$ cat src/rtl/dbs_pkg.sv
package dbs_pkg;

  typedef enum logic [2:0] {
    CMD_NOP = 3'd0,
    CMD_PRE = 3'd1,
    CMD_ACT = 3'd2,
    CMD_RD  = 3'd3,
    CMD_WR  = 3'd4
  } dram_cmd_e;

  // Rank I/O burst window in controller cycles for a DDR generation.
  function automatic int unsigned ccd_cycles(input int unsigned gen);
    if (gen <= 1) return 1;
    else if (gen == 2) return 2;
    else return 4;
  endfunction

  // Counter load value so that a dependent command is legal exactly
  // t cycles after the command that loads it.
  function automatic int unsigned window_load(input int unsigned t);
    return (t == 0) ? 0 : t - 1;
  endfunction

endpackage

$ cat src/rtl/dbs_bank_timer.sv
module dbs_bank_timer #(
  parameter int ROW_W = 8,
  parameter int CNT_W = 8,
  parameter int T_RCD = 3,
  parameter int T_RAS = 6,
  parameter int T_RP  = 3
) (
  input  logic             clk,
  input  logic             rst_n,
  input  logic             act_i,
  input  logic             pre_i,
  input  logic             col_i,
  input  logic [ROW_W-1:0] row_i,
  output logic             open_o,
  output logic [ROW_W-1:0] row_o,
  output logic             rcd_ok_o,
  output logic             ras_ok_o,
  output logic             rp_ok_o
);
  import dbs_pkg::*;

  localparam logic [CNT_W-1:0] RCD_LD = CNT_W'(window_load(T_RCD));
  localparam logic [CNT_W-1:0] RAS_LD = CNT_W'(window_load(T_RAS));
  localparam logic [CNT_W-1:0] RP_LD  = CNT_W'(window_load(T_RP));

  logic             open_q;
  logic [ROW_W-1:0] row_q;
  logic [CNT_W-1:0] rcd_q, ras_q, rp_q;

  always_ff @(posedge clk) begin
    if (!rst_n) begin
      open_q <= 1'b0;
      row_q  <= '0;
      rcd_q  <= '0;
      ras_q  <= '0;
      rp_q   <= '0;
    end else begin
      rcd_q <= (rcd_q != '0) ? rcd_q - 1'b1 : '0;
      ras_q <= (ras_q != '0) ? ras_q - 1'b1 : '0;
      rp_q  <= (rp_q  != '0) ? rp_q  - 1'b1 : '0;
      if (act_i) begin
        open_q <= 1'b1;
        row_q  <= row_i;
        rcd_q  <= RCD_LD;
        ras_q  <= RAS_LD;
      end
      if (pre_i) begin
        open_q <= 1'b0;
        rp_q   <= RP_LD;
      end
    end
  end

  assign open_o   = open_q;
  assign row_o    = row_q;
  assign rcd_ok_o = (rcd_q == '0);
  assign ras_ok_o = (ras_q == '0);
  assign rp_ok_o  = (rp_q == '0);

  assert_act_legal_R4: assert property (@(posedge clk) disable iff (!rst_n)
    act_i |-> (!open_q && rp_q == '0));
  assert_pre_legal_R4: assert property (@(posedge clk) disable iff (!rst_n)
    pre_i |-> (open_q && ras_q == '0));
  assert_col_legal_R2: assert property (@(posedge clk) disable iff (!rst_n)
    col_i |-> (open_q && rcd_q == '0));
  assert_one_cmd_R7: assert property (@(posedge clk) disable iff (!rst_n)
    $onehot0({act_i, pre_i, col_i}));

endmodule

$ cat src/rtl/dbs_rank_io.sv
module dbs_rank_io #(
  parameter int CNT_W   = 8,
  parameter int DDR_GEN = 3,
  parameter int T_CAS   = 4
) (
  input  logic clk,
  input  logic rst_n,
  input  logic col_i,
  input  logic rd_i,
  output logic free_o,
  output logic rd_valid_o
);
  import dbs_pkg::*;

  localparam logic [CNT_W-1:0] CCD_LD = CNT_W'(window_load(ccd_cycles(DDR_GEN)));

  logic [CNT_W-1:0] ccd_q;
  logic [T_CAS-1:0] dv_q;

  always_ff @(posedge clk) begin
    if (!rst_n) begin
      ccd_q <= '0;
      dv_q  <= '0;
    end else begin
      ccd_q <= col_i ? CCD_LD : ((ccd_q != '0) ? ccd_q - 1'b1 : '0);
      dv_q  <= T_CAS'({dv_q, col_i & rd_i});
    end
  end

  assign free_o     = (ccd_q == '0);
  assign rd_valid_o = dv_q[T_CAS-1];

  assert_rank_free_R6: assert property (@(posedge clk) disable iff (!rst_n)
    col_i |-> ccd_q == '0);
  assert_rd_only_col_R10: assert property (@(posedge clk) disable iff (!rst_n)
    rd_i |-> col_i);

endmodule

$ cat src/rtl/dram_bank_sched.sv
module dram_bank_sched #(
  parameter int NUM_BANKS = 4,
  parameter int ROW_W     = 8,
  parameter int COL_W     = 6,
  parameter int CNT_W     = 8,
  parameter int T_RCD     = 3,
  parameter int T_CAS     = 4,
  parameter int T_RAS     = 6,
  parameter int T_RP      = 3,
  parameter int DDR_GEN   = 3,
  localparam int BANK_W   = (NUM_BANKS > 1) ? $clog2(NUM_BANKS) : 1
) (
  input  logic              clk,
  input  logic              rst_n,
  input  logic              req_valid,
  output logic              req_ready,
  input  logic [BANK_W-1:0] req_bank,
  input  logic [ROW_W-1:0]  req_row,
  input  logic [COL_W-1:0]  req_col,
  input  logic              req_write,
  output logic              cmd_valid,
  output logic [2:0]        cmd_type,
  output logic [BANK_W-1:0] cmd_bank,
  output logic [ROW_W-1:0]  cmd_row,
  output logic [COL_W-1:0]  cmd_col,
  output logic              rd_data_valid
);
  import dbs_pkg::*;

  logic [NUM_BANKS-1:0] bank_open, rcd_ok, ras_ok, rp_ok;
  logic [NUM_BANKS-1:0] act_v, pre_v, col_v;
  logic [ROW_W-1:0]     bank_row [NUM_BANKS];
  logic                 io_free;

  // Pending slot for a request that needs precharge and/or activate.
  logic              pnd_v, pnd_wr;
  logic [BANK_W-1:0] pnd_bank;
  logic [ROW_W-1:0]  pnd_row;
  logic [COL_W-1:0]  pnd_col;

  // Named internal events.
  logic in_row_match, in_hit_req, in_blocked, miss_accept;
  logic pnd_open, pnd_match;
  logic pnd_col_go, in_col_go, pnd_pre_go, pnd_act_go;
  logic col_is_rd;

  always_comb begin
    in_row_match = bank_open[req_bank] && (bank_row[req_bank] == req_row);
    in_hit_req   = req_valid && in_row_match;
    in_blocked   = pnd_v && (pnd_bank == req_bank);
    pnd_open     = bank_open[pnd_bank];
    pnd_match    = pnd_open && (bank_row[pnd_bank] == pnd_row);

    pnd_col_go = pnd_v && pnd_match && rcd_ok[pnd_bank] && io_free;
    in_col_go  = in_hit_req && !in_blocked && rcd_ok[req_bank] && io_free && !pnd_col_go;
    pnd_pre_go = pnd_v && pnd_open && !pnd_match && ras_ok[pnd_bank] && !in_col_go;
    pnd_act_go = pnd_v && !pnd_open && rp_ok[pnd_bank] && !in_col_go;

    miss_accept = req_valid && !in_row_match && !pnd_v;
    req_ready   = in_col_go || (!in_hit_req && !pnd_v);
  end

  always_comb begin
    cmd_type  = CMD_NOP;
    cmd_bank  = pnd_bank;
    cmd_row   = pnd_row;
    cmd_col   = pnd_col;
    col_is_rd = 1'b0;
    if (pnd_col_go) begin
      cmd_type  = pnd_wr ? CMD_WR : CMD_RD;
      col_is_rd = !pnd_wr;
    end else if (in_col_go) begin
      cmd_type  = req_write ? CMD_WR : CMD_RD;
      cmd_bank  = req_bank;
      cmd_row   = req_row;
      cmd_col   = req_col;
      col_is_rd = !req_write;
    end else if (pnd_pre_go) begin
      cmd_type = CMD_PRE;
    end else if (pnd_act_go) begin
      cmd_type = CMD_ACT;
    end
    cmd_valid = (cmd_type != CMD_NOP);
  end

  always_ff @(posedge clk) begin
    if (!rst_n) begin
      pnd_v    <= 1'b0;
      pnd_wr   <= 1'b0;
      pnd_bank <= '0;
      pnd_row  <= '0;
      pnd_col  <= '0;
    end else if (miss_accept) begin
      pnd_v    <= 1'b1;
      pnd_wr   <= req_write;
      pnd_bank <= req_bank;
      pnd_row  <= req_row;
      pnd_col  <= req_col;
    end else if (pnd_col_go) begin
      pnd_v <= 1'b0;
    end
  end

  for (genvar b = 0; b < NUM_BANKS; b++) begin : g_bank
    assign act_v[b] = pnd_act_go && (cmd_type == CMD_ACT) && (pnd_bank == BANK_W'(b));
    assign pre_v[b] = pnd_pre_go && (cmd_type == CMD_PRE) && (pnd_bank == BANK_W'(b));
    assign col_v[b] = (pnd_col_go && (pnd_bank == BANK_W'(b))) ||
                      (in_col_go && (req_bank == BANK_W'(b)));

    dbs_bank_timer #(
      .ROW_W(ROW_W), .CNT_W(CNT_W),
      .T_RCD(T_RCD), .T_RAS(T_RAS), .T_RP(T_RP)
    ) u_bank (
      .clk(clk), .rst_n(rst_n),
      .act_i(act_v[b]), .pre_i(pre_v[b]), .col_i(col_v[b]),
      .row_i(pnd_row),
      .open_o(bank_open[b]), .row_o(bank_row[b]),
      .rcd_ok_o(rcd_ok[b]), .ras_ok_o(ras_ok[b]), .rp_ok_o(rp_ok[b])
    );
  end

  dbs_rank_io #(
    .CNT_W(CNT_W), .DDR_GEN(DDR_GEN), .T_CAS(T_CAS)
  ) u_rank (
    .clk(clk), .rst_n(rst_n),
    .col_i(pnd_col_go || in_col_go), .rd_i(col_is_rd),
    .free_o(io_free), .rd_valid_o(rd_data_valid)
  );

  assert_hit_no_rowcmd_R5: assert property (@(posedge clk) disable iff (!rst_n)
    in_col_go |-> (act_v == '0 && pre_v == '0));
  assert_single_pending_R9: assert property (@(posedge clk) disable iff (!rst_n)
    (pnd_v && !pnd_col_go) |=> (pnd_v && $stable(pnd_bank) && $stable(pnd_row)));
  assert_hit_waits_R8: assert property (@(posedge clk) disable iff (!rst_n)
    (in_hit_req && !io_free) |-> !req_ready);

endmodule

$ cat config.mk
export PLATFORM = sky130hd
export DESIGN_NAME = dram_bank_sched
export DESIGN_NICKNAME = d
export VERILOG_FILES = /design/src/rtl/dbs_pkg.sv /design/src/rtl/dbs_bank_timer.sv /design/src/rtl/dbs_rank_io.sv /design/src/rtl/dram_bank_sched.sv
export SDC_FILE = /design/constraint.sdc
export NUM_CORES = 1
export LEC_CHECK = 0
export BUFFER_PORTS_ARGS = -buffer_cell sky130_fd_sc_hd__buf_4
export CORE_MARGIN = 3
export CORE_UTILIZATION = 57
export DETAILED_ROUTE_END_ITERATION = 7
export GPL_ROUTABILITY_DRIVEN = 0
export GPL_TIMING_DRIVEN = 0
export PLACE_DENSITY = 0.75
export REMOVE_ABC_BUFFERS = 1
export SYNTH_ARGS = -nofsm -noshare
export SYNTH_HDL_FRONTEND = slang
export SYNTH_SLANG_ARGS = --single-unit
$ cat constraint.sdc
create_clock -name clk -period 4.32 [get_ports clk]
set_clock_uncertainty 0.05 [all_clocks]
set_input_delay 0.648 -clock clk [delete_from_list [all_inputs] [get_ports clk]]
set_output_delay 0.648 -clock clk [all_outputs]
set_load 0.01 [all_outputs]
---- After elaboration in Yosys (flattened, before gate mapping) ----
Cells that the tools add are included.
cells by class
  multiply operators ...................... 0
  divide/modulo/power cells ............... 0
  equality and inequality tests ........... 8
  order comparisons ....................... 4
  bitwise gates (word level) .............. 17
  shifts and indexed selects .............. 0
  reduce and logical (&&, ||, !) cells .... 89
  $add $sub $neg .......................... 13
  multiplexer cells ....................... 60
operator list
  operator                                                   count
  logical NOT 8 bit                                          13
  nonzero test 8 bit                                         13
  subtractor 8 x 1 -> 8 bit (second input constant)          13
  2-to-1 mux 8 bit                                           6
  2-to-1 mux 2 bit                                           22
  OR reduction 3 bit                                         13
  2-to-1 mux 3 bit                                           12
  binary-select mux 8 bit (select 2 bit)                     2
  logical AND 1 bit                                          31
  equality test 8 bit                                        2
  NOT 1 bit                                                  14
  binary-select mux 1 bit (select 2 bit)                     6
  2-to-1 mux 6 bit                                           2
  logical NOT 1 bit                                          10
  2-to-1 mux 1 bit                                           10
  OR reduction 2 bit                                         4
  greater-or-equal comparator 3 bit (second input constant)  2
  < comparator 2 x 3 -> 1 bit (second input constant)        2
  NOT 2 -> 3 bit                                             2
  equality test 2 bit (second input constant)                2
  equality test 3 x 1 -> 1 bit (second input constant)       1
  equality test 3 x 2 -> 1 bit (second input constant)       1
  nonzero test 3 bit                                         1
  equality test 2 x 1 -> 1 bit (second input constant)       1
  other kinds (5)                                            6
storage, ports and cells
  latch bits .............................. 0
  logic and storage cells ................. 231
  RAM bits ................................ 0
  bits of input ports ..................... 20
  bits in read-only memories .............. 0
  register bits after elaboration ......... 162
  memories ................................ 0
  output and inout port bits .............. 22

---- Logic depth before layout (Yosys ltp) ----
  depth after elaboration ................. 21
  depth in mapped cells ................... 11
  mapped depth without buffers ............ 9

---- Hierarchy ----
From an unflattened synthesis, not the netlist that was laid out.
unflattened totals
  cells, all modules ...................... 902
  area total of the unflattened synthesis .. 8381.8 sq um
modules (own cells, without submodules)
  module           times used  area each (sq um)  cells each  sequential area each (sq um)
  dbs_bank_timer   4           1456.4             154         660.6
  dram_bank_sched  1           2052.0             234         360.3
  dbs_rank_io      1           504.2              52          240.2

---- Worst setup path before layout ----
Ideal clock, no wire load.
  kind .................................... input port to output port
  start point ............................. input req_bank[1]
  end point ............................... output cmd_bank[0]
  data arrival time ....................... 3128 ps
  buffers on the path ..................... 4
  stages on the path ...................... 11
  path slack .............................. 494 ps
  required time ........................... 3622 ps
  path through ............................ buf_2 buf_2 mux2i_1 xor2_1 nand2_1 nor4_1 o211a_4 nor2b_1 buf_4 buf_6 mux2_4
between the ends
  longest elaborated chain between the ends .. 13
  elaborated cells on any way between the ends .. 20
  those cells by class .................... 2 x eq/ne; 9 x mux; 1 x bitwise; 8 x reduce/logical
RTL lines
  item                                                  RTL line               text
  start, declared                                       dram_bank_sched.sv:17  input logic [BANK_W-1:0] req_bank,
  NOT 2 -> 3 bit (not written as such)                  dram_bank_sched.sv:48  in_row_match = bank_open[req_bank] && (bank_row[req_bank] == req_row);
  binary-select mux 8 bit (select 2 bit)                dram_bank_sched.sv:48
  2-to-1 mux 8 bit (not written as such) (2 in series)  dram_bank_sched.sv:48
  equality test 8 bit                                   dram_bank_sched.sv:48
  logical AND 1 bit                                     dram_bank_sched.sv:48
  logical AND 1 bit                                     dram_bank_sched.sv:49  in_hit_req = req_valid && in_row_match;
  logical AND 1 bit                                     dram_bank_sched.sv:55  in_col_go = in_hit_req && !in_blocked && rcd_ok[req_bank] && io_free && !pnd_col_go;
  logical AND 1 bit (*) (3 in series)                   dram_bank_sched.sv:55
  2-to-1 mux 2 bit (*)                                  dram_bank_sched.sv:72  end else if (in_col_go) begin
  2-to-1 mux 2 bit (*)                                  dram_bank_sched.sv:69  if (pnd_col_go) begin
  end, declared                                         dram_bank_sched.sv:23  output logic [BANK_W-1:0] cmd_bank,
Every way passes the cells marked *; elsewhere a longest branch is shown, timed or not. The select of a mux whose other input is x is not followed.

---- Worst setup path after layout ----
  start point ............................. input req_bank[1]
  end point ............................... output cmd_col[2]
between the ends
  longest elaborated chain between the ends .. 13
  elaborated cells on any way between the ends .. 20
  those cells by class .................... 2 x eq/ne; 9 x mux; 1 x bitwise; 8 x reduce/logical
RTL lines
  item                                                  RTL line               text
  NOT 2 -> 3 bit (not written as such)                  dram_bank_sched.sv:48
  binary-select mux 8 bit (select 2 bit)                dram_bank_sched.sv:48
  2-to-1 mux 8 bit (not written as such) (2 in series)  dram_bank_sched.sv:48
  equality test 8 bit                                   dram_bank_sched.sv:48
  logical AND 1 bit                                     dram_bank_sched.sv:48
  logical AND 1 bit                                     dram_bank_sched.sv:49
  logical AND 1 bit                                     dram_bank_sched.sv:55
  logical AND 1 bit (*) (3 in series)                   dram_bank_sched.sv:55
  2-to-1 mux 6 bit (*)                                  dram_bank_sched.sv:72
  2-to-1 mux 6 bit (*)                                  dram_bank_sched.sv:69
  end, declared                                         dram_bank_sched.sv:25  output logic [COL_W-1:0] cmd_col,
Marked as above.

==> impl_metrics.ini <==
[synth]
synth_area_per_cell_um2 = 9.33
synth_top_area_cell = dfxtp_1
synthArstFlopShare_pct = 0
ys_types = 63
synth_edf_count = 0
synth_area_leaders = dfxtp_1 (39%), mux2i_1 (8.2%), xnor2_1 (5.4%)
synth_ff_type = dfxtp_1
ys_warn_count = 0
synthCells = 886
synth_seq_cells = 162
synth.top_cell.area_share_pct = 39.2
synth.cell_area_um2 = 8270
ys_seq_area_share_pct = 39.2

[floorplan]
die_y_um = 126
die_w_um = 126
rows = 43
coreArea_um2 = 14000
die_area_um2 = 16000
start_util_pct = 58.9
io_pins = 42

[final_layout]
fillers = 1105
syn_to_final_growth_pct = 13.6
nets = 969
drive_above_1_share_pct = 14.9
multiInputGateArea_um2 = 4750
antenna_cells = 0
fin_util_pct = 66.9
seq_area_um2 = 3250

[global_routing]
track_usage_pct = 21.2
antenna_found_initial = 0
grt_max_degree = 91
overflow = 0
grt_pass1_wl_um = 28200
grt_pass1_vias = 6032

[place]
numPortBuffers = 41
post-place-ws_ns = -0.642
hpwl_um = 11200

[detailed_routing]
final_antenna_net_count = 0
dr.pass1.iters = 7
drtIter0Drc = 334
wirelength_um = 16500
vias = 6203
post-route-drc-count = 0
wl_per_cell_um = 14.8
viasPerCell = 5.55

[power_and_ir_drop]
p_per_area_nw_per_um2 = 656
peakVddDrop_v = 0.000436
power_leakage_nw = 3.97

[timing]
final.min_clock_period_ns = 4.17
worst_pin_slew_ns = 1.02
period_share_pct = 96.6
rsz0062_at_grt = no
fin_hold_ws_ns = 0.386
max-slew-margin-rel_pct = 31.6
fmax_ghz = 0.240
hold_viol_final = 0
drv_slew = 0
setup_viol = 0
fin_ws_ns = 0.146

[clock_network]
cts_made_buffers = 17
cts.sinks = 162
clock_tree.root_cell = clkbuf_16
cts_buffer_depth = 2
htreeDepth = 4
clk_latency_ns = 0.43
tritoncts = built
cts.reportedPaths.clkPinSlew_ns = 0.06

[setup_path]
critPathRequiredTime_ns = 3.62
path_class = in2out
end_kind = primary output
arrival_ns = 3.48
crit_path_start_kind = input pin
critical_path_peak_fanout = 27
regToRegSetupSlack_ns = 0.88

[worst_hold_path]
hp-class = reg2reg

[run]
maxCapViolCount = 0

[status]
status = completed
path summary, 6_finish.rpt:
path	from	end	depth (start not counted)
worst min register to register	u_rank.dv_q[1]$_SDFF_PN0_	u_rank.dv_q[2]$_SDFF_PN0_	1
worst max-delay path	req_bank[1]	cmd_col[2]	10
worst max register to register	g_bank[1].u_bank.rp_q[4]$_SDFF_PP0_	g_bank[3].u_bank.rcd_q[7]$_SDFF_PP0_	6
worst min-delay path	u_rank.dv_q[1]$_SDFF_PN0_	u_rank.dv_q[2]$_SDFF_PN0_	1
layout by cell type (no fill, tap or decap), drive strengths merged, types with 17 or more instances in the layout:
cell    netlist  routed
dfxtp       162     162
nand2       102     102
nor2         86      86
mux2i        68      68
nor3         65      65
buf          16      56
xnor2        51      51
xor2         43      43
inv          37      37
nor2b        24      24
clkbuf       18      24
ha           22      22
o21a         18      18
nor4         17      17
mux2         17      17
metrics by stage:
stage | setup TNS, ns | std cells | total power, mW | instance area [um^2]
after floorplan | -8.12 | 852 | 4.20 | 8080
after global placement | -80.98 | 1073 | 4.61 | 8610
after detailed placement | -9.03 | 1083 | 4.68 | 8720
after CTS | 0 | 1115 | 6.17 | 9350
after global routing | 0 | 1118 | 6.66 | 9390
final | 0 | 1118 | 6.16 | 9390
sequential cells by signal, indices dropped and copies added (netlist names):
signal	count
g_bank.u_bank.rcd_q	32
pnd_wr	1
g_bank.u_bank.rp_q	32
g_bank.u_bank.row_o	32
g_bank.u_bank.ras_q	32
pnd_v	1
pnd_bank	2
pnd_col	6
u_rank.dv_q	4
pnd_row	8
g_bank.u_bank.open_o	4
u_rank.ccd_q	8
cell type report:
cell class	count	share of cell area [%]
timing repair buffer	56	4.93
clock inverter	6	0.853
inverter	37	1.48
sequential	162	34.6
tap	180	2.40
multi-input combinational	653	50.6
clock buffer	24	5.13
critical path: stages:
cell and delay [ns]:
buf_6 0.25, mux4_2 0.58, xnor2_2 0.22, nand4bb_1 0.19
nor4_4 0.29, o211a_4 0.37, nor2b_4 0.25, buf_8 0.17
mux2_2 0.34, buf_4 0.14
kinds of logic after synthesis:
family / after synthesis / synth area share (%)
DFF: 162 / 39.2
adders and majority gates: 22 / 3.33
buffers and inverters: 71 / 4.01
xor gates and xnor gates: 94 / 9.96
muxes: 96 / 14.0
AOI/OAI and AO/OA: 70 / 6.27
and+or+nand+nor: 371 / 23.2
layer usage:
layer  share of wire [%]  wire (um)  global-route usage (%)  vias up
li1                    -          -                       -     3146
met1                  48       7850                    28.7     2934
met2                  47       7780                    33.5       99
met3                 3.8        620                    5.14       24
met4                 1.6        270                    7.00        0
met5                   0          0                       0        -
synthesized netlist by cell type (3+ instances only):
master     number
xor2_1         43
or4_1           3
nor2b_1        24
o21ai_0         9
nor2_1         86
clkbuf_1       16
mux2i_1        68
mux2_2          7
a21oi_1        11
o211ai_1        3
or3_1           7
nand2b_1        9
o31ai_1         7
nand3_1        11
mux4_2          9
ha_1           22
nand2_1       102
nor3_1         64
o21a_1         18
inv_1          37
and2_1          4
xnor2_1        51
o2111ai_1       4
nand4_1         6
nand3b_1        3
nor3b_1        11
o31ai_2         5
nor4b_4         3
mux2_4          9
nor4_1         15
buf_2          12
dfxtp_1       162
power by group:
| part | total (mW) | switching [mW] | leakage [nW] | internal, mW |
|---|---|---|---|---|
| Clock | 1.45 | 0.564 | 0.280 | 0.886 |
| Sequential | 2.23 | 0.341 | 1.33 | 1.89 |
| Combinational | 2.48 | 1.28 | 2.36 | 1.20 |
| Total | 6.16 | 2.19 | 3.97 | 3.98 |
what timing repair did:
item,CTS,global route
endpoints found under the setup margin,21,17
buffers inserted,2,3
cloned,0,0
hold buffers,0,0
gates resized for setup,7,3
pin swaps,2,2
(Power assumes the default switching activity.)
